$ cat src/rtl/spi_dbuf_pkg.sv
package spi_dbuf_pkg;
  localparam int ADDR_W = 3;
  localparam logic [ADDR_W-1:0] OFS_STAT = 3'h3;
  localparam logic [ADDR_W-1:0] OFS_DHI  = 3'h4;
  localparam logic [ADDR_W-1:0] OFS_DLO  = 3'h5;
  localparam int ST_RXF_BIT = 7;
  localparam int ST_TXE_BIT = 0;
endpackage

$ cat src/rtl/spi_dbuf_rst.sv
module spi_dbuf_rst (
  input  logic clk,
  input  logic rst_n,
  output logic rst_sync_n
);
  logic [1:0] sync_q;

  always_ff @(posedge clk or negedge rst_n) begin
    if (!rst_n) sync_q <= 2'b00;
    else        sync_q <= {sync_q[0], 1'b1};
  end

  assign rst_sync_n = sync_q[1];
endmodule

$ cat src/rtl/spi_dbuf_tx.sv
module spi_dbuf_tx #(
  parameter int BYTE_W = 8
) (
  input  logic                clk,
  input  logic                rst_n,
  input  logic                hi_wr,
  input  logic                lo_wr,
  input  logic [BYTE_W-1:0]   wdata,
  input  logic                xfer_start,
  output logic [2*BYTE_W-1:0] tx_word,
  output logic                tx_empty
);
  localparam int WORD_W = 2 * BYTE_W;

  logic [BYTE_W-1:0] stage_q, stage_d;
  logic [WORD_W-1:0] word_q, word_d;
  logic              empty_q, empty_d;

  always_comb begin
    stage_d = stage_q;
    word_d  = word_q;
    empty_d = empty_q;
    if (hi_wr) stage_d = wdata;
    if (xfer_start) empty_d = 1'b1;
    if (lo_wr) begin
      word_d  = {stage_q, wdata};
      empty_d = 1'b0;
    end
  end

  always_ff @(posedge clk or negedge rst_n) begin
    if (!rst_n) begin
      stage_q <= '0;
      word_q  <= '0;
      empty_q <= 1'b1;
    end else begin
      stage_q <= stage_d;
      word_q  <= word_d;
      empty_q <= empty_d;
    end
  end

  assign tx_word  = word_q;
  assign tx_empty = empty_q;
endmodule

$ cat src/rtl/spi_dbuf_rx.sv
module spi_dbuf_rx #(
  parameter int WORD_W = 16
) (
  input  logic              clk,
  input  logic              rst_n,
  input  logic              stat_rd,
  input  logic              lo_rd,
  input  logic              xfer_start,
  input  logic              xfer_done,
  input  logic [WORD_W-1:0] rx_word,
  output logic [WORD_W-1:0] vis_word,
  output logic              rx_full,
  output logic              hold_valid
);
  logic [WORD_W-1:0] vis_q, vis_d, hold_q, hold_d;
  logic              full_q, full_d, hv_q, hv_d, arm_q, arm_d;
  logic              service;

  assign service = lo_rd && arm_q;

  always_comb begin
    vis_d  = vis_q;
    hold_d = hold_q;
    full_d = full_q;
    hv_d   = hv_q;
    arm_d  = arm_q;
    if (stat_rd && full_q) arm_d = 1'b1;
    if (xfer_start) hv_d = 1'b0;
    if (service) begin
      arm_d = 1'b0;
      if (hv_d) begin
        vis_d = hold_q;
        hv_d  = 1'b0;
      end else begin
        full_d = 1'b0;
      end
    end
    if (xfer_done) begin
      if (full_d) begin
        hold_d = rx_word;
        hv_d   = 1'b1;
      end else begin
        vis_d  = rx_word;
        full_d = 1'b1;
      end
    end
  end

  always_ff @(posedge clk or negedge rst_n) begin
    if (!rst_n) begin
      vis_q  <= '0;
      hold_q <= '0;
      full_q <= 1'b0;
      hv_q   <= 1'b0;
      arm_q  <= 1'b0;
    end else begin
      vis_q  <= vis_d;
      hold_q <= hold_d;
      full_q <= full_d;
      hv_q   <= hv_d;
      arm_q  <= arm_d;
    end
  end

  assign vis_word   = vis_q;
  assign rx_full    = full_q;
  assign hold_valid = hv_q;
endmodule

$ cat src/rtl/spi_dbuf.sv
module spi_dbuf
  import spi_dbuf_pkg::*;
#(
  parameter int BYTE_W = 8
) (
  input  logic                clk,
  input  logic                rst_n,
  input  logic [ADDR_W-1:0]   bus_addr,
  input  logic                bus_wr,
  input  logic                bus_rd,
  input  logic [BYTE_W-1:0]   bus_wdata,
  output logic [BYTE_W-1:0]   bus_rdata,
  input  logic                xfer_start,
  input  logic                xfer_done,
  input  logic [2*BYTE_W-1:0] rx_word,
  output logic [2*BYTE_W-1:0] tx_word,
  output logic                tx_empty,
  output logic                rx_full
);
  localparam int WORD_W = 2 * BYTE_W;

  logic              rst_sync_n;
  logic [WORD_W-1:0] rx_vis;
  logic              hold_valid;
  logic              hi_wr, lo_wr, stat_rd, lo_rd;

  assign hi_wr   = bus_wr && (bus_addr == OFS_DHI);
  assign lo_wr   = bus_wr && (bus_addr == OFS_DLO);
  assign stat_rd = bus_rd && (bus_addr == OFS_STAT);
  assign lo_rd   = bus_rd && (bus_addr == OFS_DLO);

  spi_dbuf_rst u_rst (
    .clk        (clk),
    .rst_n      (rst_n),
    .rst_sync_n (rst_sync_n)
  );

  spi_dbuf_tx #(.BYTE_W(BYTE_W)) u_tx (
    .clk        (clk),
    .rst_n      (rst_sync_n),
    .hi_wr      (hi_wr),
    .lo_wr      (lo_wr),
    .wdata      (bus_wdata),
    .xfer_start (xfer_start),
    .tx_word    (tx_word),
    .tx_empty   (tx_empty)
  );

  spi_dbuf_rx #(.WORD_W(WORD_W)) u_rx (
    .clk        (clk),
    .rst_n      (rst_sync_n),
    .stat_rd    (stat_rd),
    .lo_rd      (lo_rd),
    .xfer_start (xfer_start),
    .xfer_done  (xfer_done),
    .rx_word    (rx_word),
    .vis_word   (rx_vis),
    .rx_full    (rx_full),
    .hold_valid (hold_valid)
  );

  always_comb begin
    bus_rdata = '0;
    case (bus_addr)
      OFS_STAT: begin
        bus_rdata[ST_RXF_BIT] = rx_full;
        bus_rdata[ST_TXE_BIT] = tx_empty;
      end
      OFS_DHI: bus_rdata = rx_vis[WORD_W-1:BYTE_W];
      OFS_DLO: bus_rdata = rx_vis[BYTE_W-1:0];
      default: bus_rdata = '0;
    endcase
  end
endmodule

$ cat config.mk
export PLATFORM = sky130hd
export DESIGN_NAME = spi_dbuf
export DESIGN_NICKNAME = d
export VERILOG_FILES = /design/src/rtl/spi_dbuf_pkg.sv /design/src/rtl/spi_dbuf_rst.sv /design/src/rtl/spi_dbuf_tx.sv /design/src/rtl/spi_dbuf_rx.sv /design/src/rtl/spi_dbuf.sv
export SDC_FILE = /design/constraint.sdc
export NUM_CORES = 1
export LEC_CHECK = 0
export BUFFER_PORTS_ARGS = -buffer_cell sky130_fd_sc_hd__buf_2
export CORE_MARGIN = 4
export CORE_UTILIZATION = 24
export CTS_BUF_LIST = sky130_fd_sc_hd__clkbuf_4 sky130_fd_sc_hd__clkbuf_8
export DETAILED_ROUTE_END_ITERATION = 16
export PLACE_DENSITY_LB_ADDON = 0.3
export SLEW_MARGIN = 20
export SYNTH_ARGS = -nofsm -noshare
export SYNTH_HDL_FRONTEND = slang
export SYNTH_SLANG_ARGS = --single-unit
$ cat constraint.sdc
create_clock -name clk -period 3.15 [get_ports clk]
set_input_delay 0.1575 -clock clk [delete_from_list [all_inputs] [get_ports clk]]
set_output_delay 0.1575 -clock clk [all_outputs]
set_load 0.02 [all_outputs]
==> results_dict.tcl, run 1 <==
set metrics [dict create \
    status "completed" \
    leakage_nw 1.50 \
    critical_path_buf_inv_count 1 \
    cts.sinks 62 \
    rsz0062_at_grt "no" \
    max_freq_mhz 505 \
    fin_crit_sh 0.629 \
    max_slew_margin 0.611 \
    wl_um 5940 \
    crit_arrival_ns 2.20 \
    layout_commonest_cell "dfrtp_1" \
    syn_area_mm2 0.00269 \
    cap_violations 0 \
    synth_ff_type "dfrtp_1" \
    layout.cells.non_filler 412 \
    die_width_um 114 \
    grt_use_total 0.0998 \
    final_max_slew_viol_count 0 \
    hold_viol 0 \
    fill_cells 1085 \
    cp-end-kind "flip-flop" \
    numCtsBuffers 9 \
    io_pins 59 \
    slowest_stage "and2_1" \
    synth_area_leaders "dfrtp_1 (57%), mux2_2 (13%), mux2i_1 (8.2%)" \
    ys_types 30 \
    antenna_found_initial 0 \
    antenna_cells 0 \
    syn_area_per_cell_um2 13.2 \
    clkTransAtPathRegs_ns 0.08 \
    die_area_mm2 0.0130 \
    finalSetupTns_ns 0 \
    layout_common_cells "dfrtp_1 (60), buf_2 (58), mux2_2 (31), nor2_1 (24), mux2i_1 (22)" \
    syn-instance-count 203 \
    gp_congestion 0.760 \
    ys_seq_area_frac 0.578 \
    vias 1754 \
    ir_drop_mv 0.190 \
    port_buffers 58 \
    grt_pass1_vias 1882 \
    wl_per_cell_um 14.4 \
    core_area_mm2 0.0109 \
    die_h_um 114 \
    ant_nets 0 \
    overflow 0 \
    cp-start-kind "flip-flop" \
    drive_gt1_frac 0.452 \
    drt_iter0_drc 63 \
    reg2reg_slack_ns 1.17 \
    drc 0 \
    firstDrtPassIters 4 \
    synth-async-reset-ratio 1.00 \
    ys_seq_elements 62 \
    syn_to_final_growth_pct 24.3 \
    grt_max_degree 41 \
    cts_tree "done" \
    initial_core_util 0.247 \
    powerDensity_mw_per_mm2 698 \
    place_inst 395 \
    synth-edff-count 0 \
    worstMarginPinSlew_ns 0.583 \
    grt_pass1_wl_um 9910 \
    synth_nets 236 \
    synth_top_area_cell "dfrtp_1" \
    cp.required_ns 3.37 \
    finalClockSkew_ns 0.00973 \
    yosys_warnings 0 \
    worstPathCellList "nand3_1, o31a_1, and2_1, buf_4, mux2_2" \
    crit_fanout 9 \
    period_needed_ns 1.98 \
    rows 38 \
    slowest_delay_ns 0.46 \
    setup_viol_count_final 0 \
    min_path_type "in -> reg" \
    via_per_inst 4.26 \
    htreeDepth 3 \
    cts-root-buf "clkbuf_8" \
    post_cts_buffers 0 \
    synth_top_area_frac 0.568 \
    clk-insertion-delay-late_ns 0.34 \
    nNetsFinal 300 \
    cp_top_family "simple AND/OR/NAND/NOR gates" \
    place_hpwl_um 4280 \
    clockBufferDepth 2 \
    path_class "reg -> reg" \
]
[final cells by class]
class | instances | area (µm²) | area share
flip-flops and latches | 62 | 1550 | 0.465
multi-input cells | 130 | 1070 | 0.320
repair buffers | 63 | 330 | 0.0989
well taps | 140 | 175 | 0.0525
clock buffers | 10 | 138 | 0.0412
clock inverters | 6 | 70.1 | 0.0210
inverters | 1 | 3.75 | 0.00112
[cell usage after synthesis (all sizes together) (2+ instances only)]
| cell type | number |
|---|---|
| a21oi | 16 |
| a22o | 2 |
| buf | 5 |
| clkbuf | 5 |
| dfrtp | 61 |
| mux2 | 40 |
| mux2i | 22 |
| nand2 | 4 |
| nand2b | 3 |
| nand3 | 2 |
| nor2 | 24 |
| nor2b | 3 |
| o21ai | 2 |
[logic make-up after synthesis]
family                 count (synthesis)  synth area share
AO/OA/AOI/OAI                         25            0.0568
buffers and inverters                 11            0.0251
flip-flops                            62             0.578
multiplexers                          62             0.262
other                                  1           0.00140
AND/OR/NAND/NOR                       42            0.0768
[report_power, final]
group	switching, mW	total (mW)	internal, mW
combinational	0.258	0.504	0.246
clock	0.330	0.720	0.391
sequential	0.114	1.11	0.992
total	0.701	2.33	1.63
[repair_timing]
action	4_1_cts	5_1_grt
hold endpoints to repair	2	0
hold buffers	1	0
gates resized for setup	0	0
[worst paths after layout]
kind | from | endpoint | cells after the start
max in group asynchronous | u_rst.sync_q[1] | u_tx.tx_empty | 1
min in group asynchronous | rst_n | u_rst.sync_q[1] | 2
hold reg to reg | u_rst.sync_q[1] | u_tx.tx_word[5] | 0
setup / recovery | u_rx.arm_q | u_rx.hold_q[8] | 5
setup reg to reg | u_rx.arm_q | u_rx.hold_q[8] | 5
hold / removal | rx_word[11] | u_rx.hold_q[11] | 2
[flip-flops by register name (all words and copies together), names as in the netlist]
signal	count
u_rx.hold_valid	1
u_tx.tx_empty	1
u_tx.stage_q	8
u_tx.tx_word	16
u_rx.vis_word	16
u_rx.hold_q	16
u_rx.arm_q	1
u_rst.sync_q	2
u_rx.rx_full	1
[through the flow]
| stage | setup WS [ns] | power, mW | cell area [µm²] | utilization | hold WS (ns) |
|---|---|---|---|---|---|
| 2_1_floorplan | 1.30 | 1.45 | 2690 | - | -0.138 |
| 4_1_cts | 1.15 | 2.37 | 3340 | 0.307 | 0.0385 |
| 3_5_place_dp | 0.990 | 1.64 | 3120 | 0.287 | -0.0559 |
| 5_1_grt | 1.02 | 2.48 | 3340 | 0.307 | 0.0336 |
| 6_report | 1.17 | 2.33 | 3340 | 0.307 | 0.0577 |
| 3_3_place_gp | 1.06 | 1.62 | 3120 | 0.287 | -0.0585 |
[layer usage]
metal	track usage	share of wire	up-vias
met5	0	0	-
met4	0.0380	0.012	0
met1	0.112	0.42	874
met3	0.0377	0.047	9
li1	-	-	838
met2	0.172	0.52	33
(Power assumes the default switching activity.)
==> run 2: changes to the inputs <==
Clock period 3.15 ns to 1.93 ns, I/O delays scaled along.
==> results_dict.tcl, run 2 (same netlist as run 1, synthesis figures left out) <==
set metrics [dict create \
    grt_pass1_vias 1910 \
    die_width_um 114 \
    port_buffers 58 \
    p_seq_frac 0.457 \
    pre_cts_ws_ns 0.332 \
    grt_pass1_wl_um 9900 \
    drt_iter0_drc 38 \
    initial_core_util 0.247 \
    intPower_mw 2.83 \
    grt_max_degree 41 \
    via_per_inst 4.16 \
    finalClockSkew_ns 0.00973 \
    antenna_found_initial 1 \
    design_area_mm2 0.00354 \
    switchingPower_mw 1.09 \
    fill_cells 1080 \
    leakage_nw 1.61 \
    layout_common_cells "dfrtp_1 (60), buf_2 (58), mux2_2 (31), nor2_1 (24), mux2i_1 (22)" \
    cts_tree "done" \
    clk-insertion-delay-late_ns 0.33 \
    ir_drop_mv 0.403 \
    slowest_delay_ns 0.36 \
    cts-root-buf "clkbuf_8" \
    cp.required_ns 2.14 \
    core_area_mm2 0.0109 \
    cap_violations 0 \
    cts.sinks 62 \
    cp_top_family "flip-flops" \
    ant_nets 0 \
    comb_power_share 0.217 \
    layout_commonest_cell "dfrtp_1" \
    max_freq_mhz 627 \
    die_h_um 114 \
    grt_use_total 0.0990 \
    slowest_stage "dfrtp_1" \
    io_pins 59 \
    clkTransAtPathRegs_ns 0.07 \
    status "completed" \
    syn_to_final_growth_pct 31.8 \
    path_class "reg -> reg" \
    crit_fanout 9 \
    p_clk_frac 0.326 \
    powerDensity_mw_per_mm2 1110 \
    final_max_slew_viol_count 0 \
    place_hpwl_um 4320 \
    fin_ws_ns 0.336 \
    cp-end-kind "flip-flop" \
    crit_arrival_ns 1.81 \
    clockBufferDepth 2 \
    place_area_mm2 0.00318 \
    rsz0062_at_grt "no" \
    wl_per_cell_um 13.8 \
    drc 0 \
    wl_um 5940 \
    firstDrtPassIters 4 \
    vias 1792 \
    cts-resized-gates 0 \
    htreeDepth 3 \
    period_needed_ns 1.59 \
    numCtsBuffers 9 \
    rows 38 \
    p_sw_frac 0.277 \
    critical_path_buf_inv_count 1 \
    hold_viol 0 \
    cp-start-kind "flip-flop" \
    fin_crit_sh 0.826 \
    overflow 0 \
    min_path_type "in -> reg" \
    post_cts_buffers 0 \
    nNetsFinal 319 \
    die_area_mm2 0.0130 \
    worstPathCellList "nand3_1, o31a_1, and2_1, buf_4, mux2_4" \
    gp_congestion 0.723 \
    finalSetupTns_ns 0 \
    setup_viol_count_final 0 \
    drive_gt1_frac 0.438 \
]
==> run 2: changes by cell type in the layout (fill, tap and decap cells not counted), sizes merged <==
cell and delta:
buf +6, clkbuf +1, clkinv +1, bufinv +1, clkinvlp -3, inv -1, dlygate4sd3 +13, diode +1
==> run 2: power by group through the flow <==
stage	Combinational (mW)	Clock [mW]	Sequential, mW
final	0.850	1.28	1.79
after global routing	0.943	1.38	1.83
after CTS	0.870	1.33	1.80
after detailed placement	0.845	0	1.82
after global placement	0.829	0	1.82
after floorplan	0.459	0	1.91
==> run 2: cell type report <==
class	instances	area (µm²)	area share
antenna	1	2.50	0.000706
clock buffer	11	151	0.0427
multi-input combinational	130	1070	0.301
sequential	62	1550	0.439
tap	140	175	0.0495
inverter	1	3.75	0.00106
timing repair buffer	82	518	0.146
clock inverter	4	70.1	0.0198
==> run 2: through the flow <==
step	total power [mW]	std cells	utilization	hold slack (ns)
floorplan	2.37	203	-	-0.199
global placement	2.64	401	0.292	-0.119
detailed placement	2.67	401	0.292	-0.117
CTS	4.00	430	0.325	0.00148
global route	4.15	431	0.325	0.00257
finish	3.92	431	0.325	0.0163
==> run 2: layer usage <==
metal,share of wire,up-vias,GRT usage
met5,0,-,0
met4,0.030,0,0.0515
met3,0.032,11,0.0281
met2,0.51,26,0.166
met1,0.43,881,0.115
li1,-,874,-
==> run 2: path summary, 6_finish.rpt <==
check                                   to  slack [ns]  cells past startpoint            start
min                        u_tx.stage_q[3]        0.02                      2     bus_wdata[3]
max in group asynchronous    u_tx.tx_empty        1.06                      1  u_rst.sync_q[1]
min in group asynchronous  u_rst.sync_q[1]        0.07                      2            rst_n
min reg2reg                u_tx.tx_word[9]        0.24                      0  u_rst.sync_q[1]
max reg2reg                u_rx.hold_q[14]        0.34                      5       u_rx.arm_q
max                        u_rx.hold_q[14]        0.34                      5       u_rx.arm_q
==> run 2: repair_timing <==
item,4_1_cts,5_1_grt
endpoints found under the setup margin,0,0
endpoints found under the hold margin,17,0
hold buffers,14,0
==> run 2: worst reg2reg max path, delay by kind of cell, from the launching register on <==
kind | cells | cell delay (ns)
buffers and inverters | 1 | 0.18
multiplexers | 1 | 0.30
flip-flops | 1 | 0.36
AO/OA/AOI/OAI | 1 | 0.30
AND/OR/NAND/NOR | 2 | 0.35
==> run 3: changes to the inputs <==
Clock period 1.93 ns to 1.3 ns, I/O delays scaled along.
==> results_dict.tcl, run 3 (same netlist as run 1, synthesis figures left out) <==
set metrics [dict create \
    status "finished with violations" \
    violations "negative setup slack" \
    gp_congestion 0.715 \
    place_hpwl_um 4510 \
    antenna_cells 0 \
    crit_fanout 9 \
    ir_drop_mv 0.525 \
    clk-insertion-delay-late_ns 0.35 \
    syn_to_final_growth_pct 46.5 \
    grt_pass1_wl_um 10900 \
    layout_commonest_cell "dfrtp_1" \
    max_freq_mhz 677 \
    hold_ws_ns 0.0220 \
    layout_common_cells "dfrtp_1 (60), buf_2 (56), mux2_2 (31), dlygate4sd3_1 (26), mux2i_1 (22)" \
    cp.required_ns 1.53 \
    die_width_um 114 \
    path_class "reg -> reg" \
    cp-start-kind "flip-flop" \
    min_to "u_tx.tx_empty" \
    rows 38 \
    place_area_mm2 0.00333 \
    min-delay-start "xfer_start" \
    drive_gt1_frac 0.516 \
    io_pins 59 \
    cp-end-kind "flip-flop" \
    wl_per_cell_um 14.1 \
    firstDrtPassIters 4 \
    powerDensity_mw_per_mm2 1480 \
    hold_viol 0 \
    rr_startpoint "u_rx.hold_valid" \
    cts_tree "done" \
    grt_use_total 0.110 \
    finalClockSkew_ns 0.0138 \
    fin_ws_ns -0.176 \
    cap_violations 0 \
    antenna_found_initial 0 \
    numCtsBuffers 9 \
    grt_max_degree 28 \
    vias 1927 \
    place_inst 411 \
    finalSetupTns_ns -4.10 \
    clkTransAtPathRegs_ns 0.07 \
    drc 0 \
    grt_most_used_layer "met2" \
    via_per_inst 4.23 \
    cts.sinks 62 \
    rsz0062_at_grt "yes" \
    grt_use_met2 0.184 \
    crit_arrival_ns 1.71 \
    layout.cells.non_filler 456 \
    r2r_cells 5 \
    utilization 0.362 \
    period_needed_ns 1.48 \
    ant_nets 0 \
    cts-root-buf "clkbuf_8" \
    clockBufferDepth 2 \
    die_h_um 114 \
    reg2reg_to "u_rx.hold_q[2]" \
    grt_use_met1 0.129 \
    grt_pass1_vias 2075 \
    min_path_type "in -> reg" \
    core_area_mm2 0.0109 \
    setup_viol_count_final 35 \
    final_max_slew_viol_count 0 \
    initial_core_util 0.247 \
    met3_usage 0.0340 \
    fill_cells 1052 \
    die_area_mm2 0.0130 \
    htreeDepth 3 \
    nNetsFinal 345 \
    design_area_mm2 0.00394 \
    wl_um 6420 \
    worstHoldPathCells 2 \
    leakage_nw 1.76 \
    port_buffers 58 \
    overflow 0 \
    drt_iter0_drc 42 \
    reg2reg_slack_ns -0.18 \
    fin_crit_sh 1.14 \
]
==> run 3: cell types whose count changed in the layout (fill, tap and decap cells not counted), moves of 3 or more <==
| cell | delta |
|---|---|
| nor2_1 | -16 |
| nor2_4 | +3 |
| dlygate4sd3_1 | +12 |
| nor2_2 | +13 |
| buf_6 | +5 |
| buf_12 | +5 |
| buf_4 | +5 |
==> run 3: layout make-up <==
cell class / count / area (µm²) / share of cell area
Sequential cell: 62 / 1550 / 0.395
Timing Repair Buffer: 108 / 850 / 0.216
Tap cell: 140 / 175 / 0.0445
Inverter: 1 / 3.75 / 0.000954
Clock buffer: 12 / 165 / 0.0420
Clock inverter: 3 / 42.5 / 0.0108
Multi-Input combinational cell: 130 / 1150 / 0.291
==> run 3: worst max path at each step <==
stage | from | to | cells past startpoint | slack, ns
floorplan | u_rx.hold_valid | u_rx.hold_q[0] | 6 | -0.26
global placement | u_rx.hold_valid | u_rx.hold_q[14] | 5 | -0.20
detailed placement | u_rx.hold_valid | u_rx.hold_q[13] | 5 | -0.22
CTS | u_rx.rx_full | bus_rdata[7] | 4 | -0.19
global route | u_rx.arm_q | u_rx.hold_q[10] | 5 | -0.25
finish | u_rx.hold_valid | u_rx.hold_q[2] | 5 | -0.18
==> run 3: per-stage QoR <==
stage	worst slack (ns)	power, mW
after CTS	-0.189	5.90
after global placement	-0.203	3.96
after detailed placement	-0.222	4.00
after global routing	-0.247	6.19
final	-0.176	5.82
after floorplan	-0.256	3.52
==> run 3: worst max-delay path, cell delays in order (launching register included) <==
cell	delay (ns)
dfrtp_1	0.38
nor2b_4	0.13
o31a_1	0.24
and2_4	0.17
buf_12	0.15
mux2_4	0.29
==> run 3: power breakdown <==
| group | switching [mW] | internal, mW | total, mW |
|---|---|---|---|
| combinational | 0.668 | 0.725 | 1.39 |
| sequential | 0.254 | 2.41 | 2.66 |
| clock | 0.741 | 1.03 | 1.77 |
| total | 1.66 | 4.16 | 5.82 |
==> run 3: repair_timing <==
action | CTS | global route
gates cloned | 1 | 0
setup endpoints to repair | 35 | 35
gates resized for setup | 24 | 9
buffers inserted | 3 | 0
endpoints found under the hold margin | 51 | 0
pin swaps | 4 | 1
hold buffers | 26 | 0
==> run 3: per-layer routing <==
| layer | wire, µm | vias up |
|---|---|---|
| met4 | 123 | 0 |
| met3 | 225 | 12 |
| met5 | 0 | - |
| met1 | 2670 | 961 |
| met2 | 3400 | 27 |
| li1 | - | 927 |
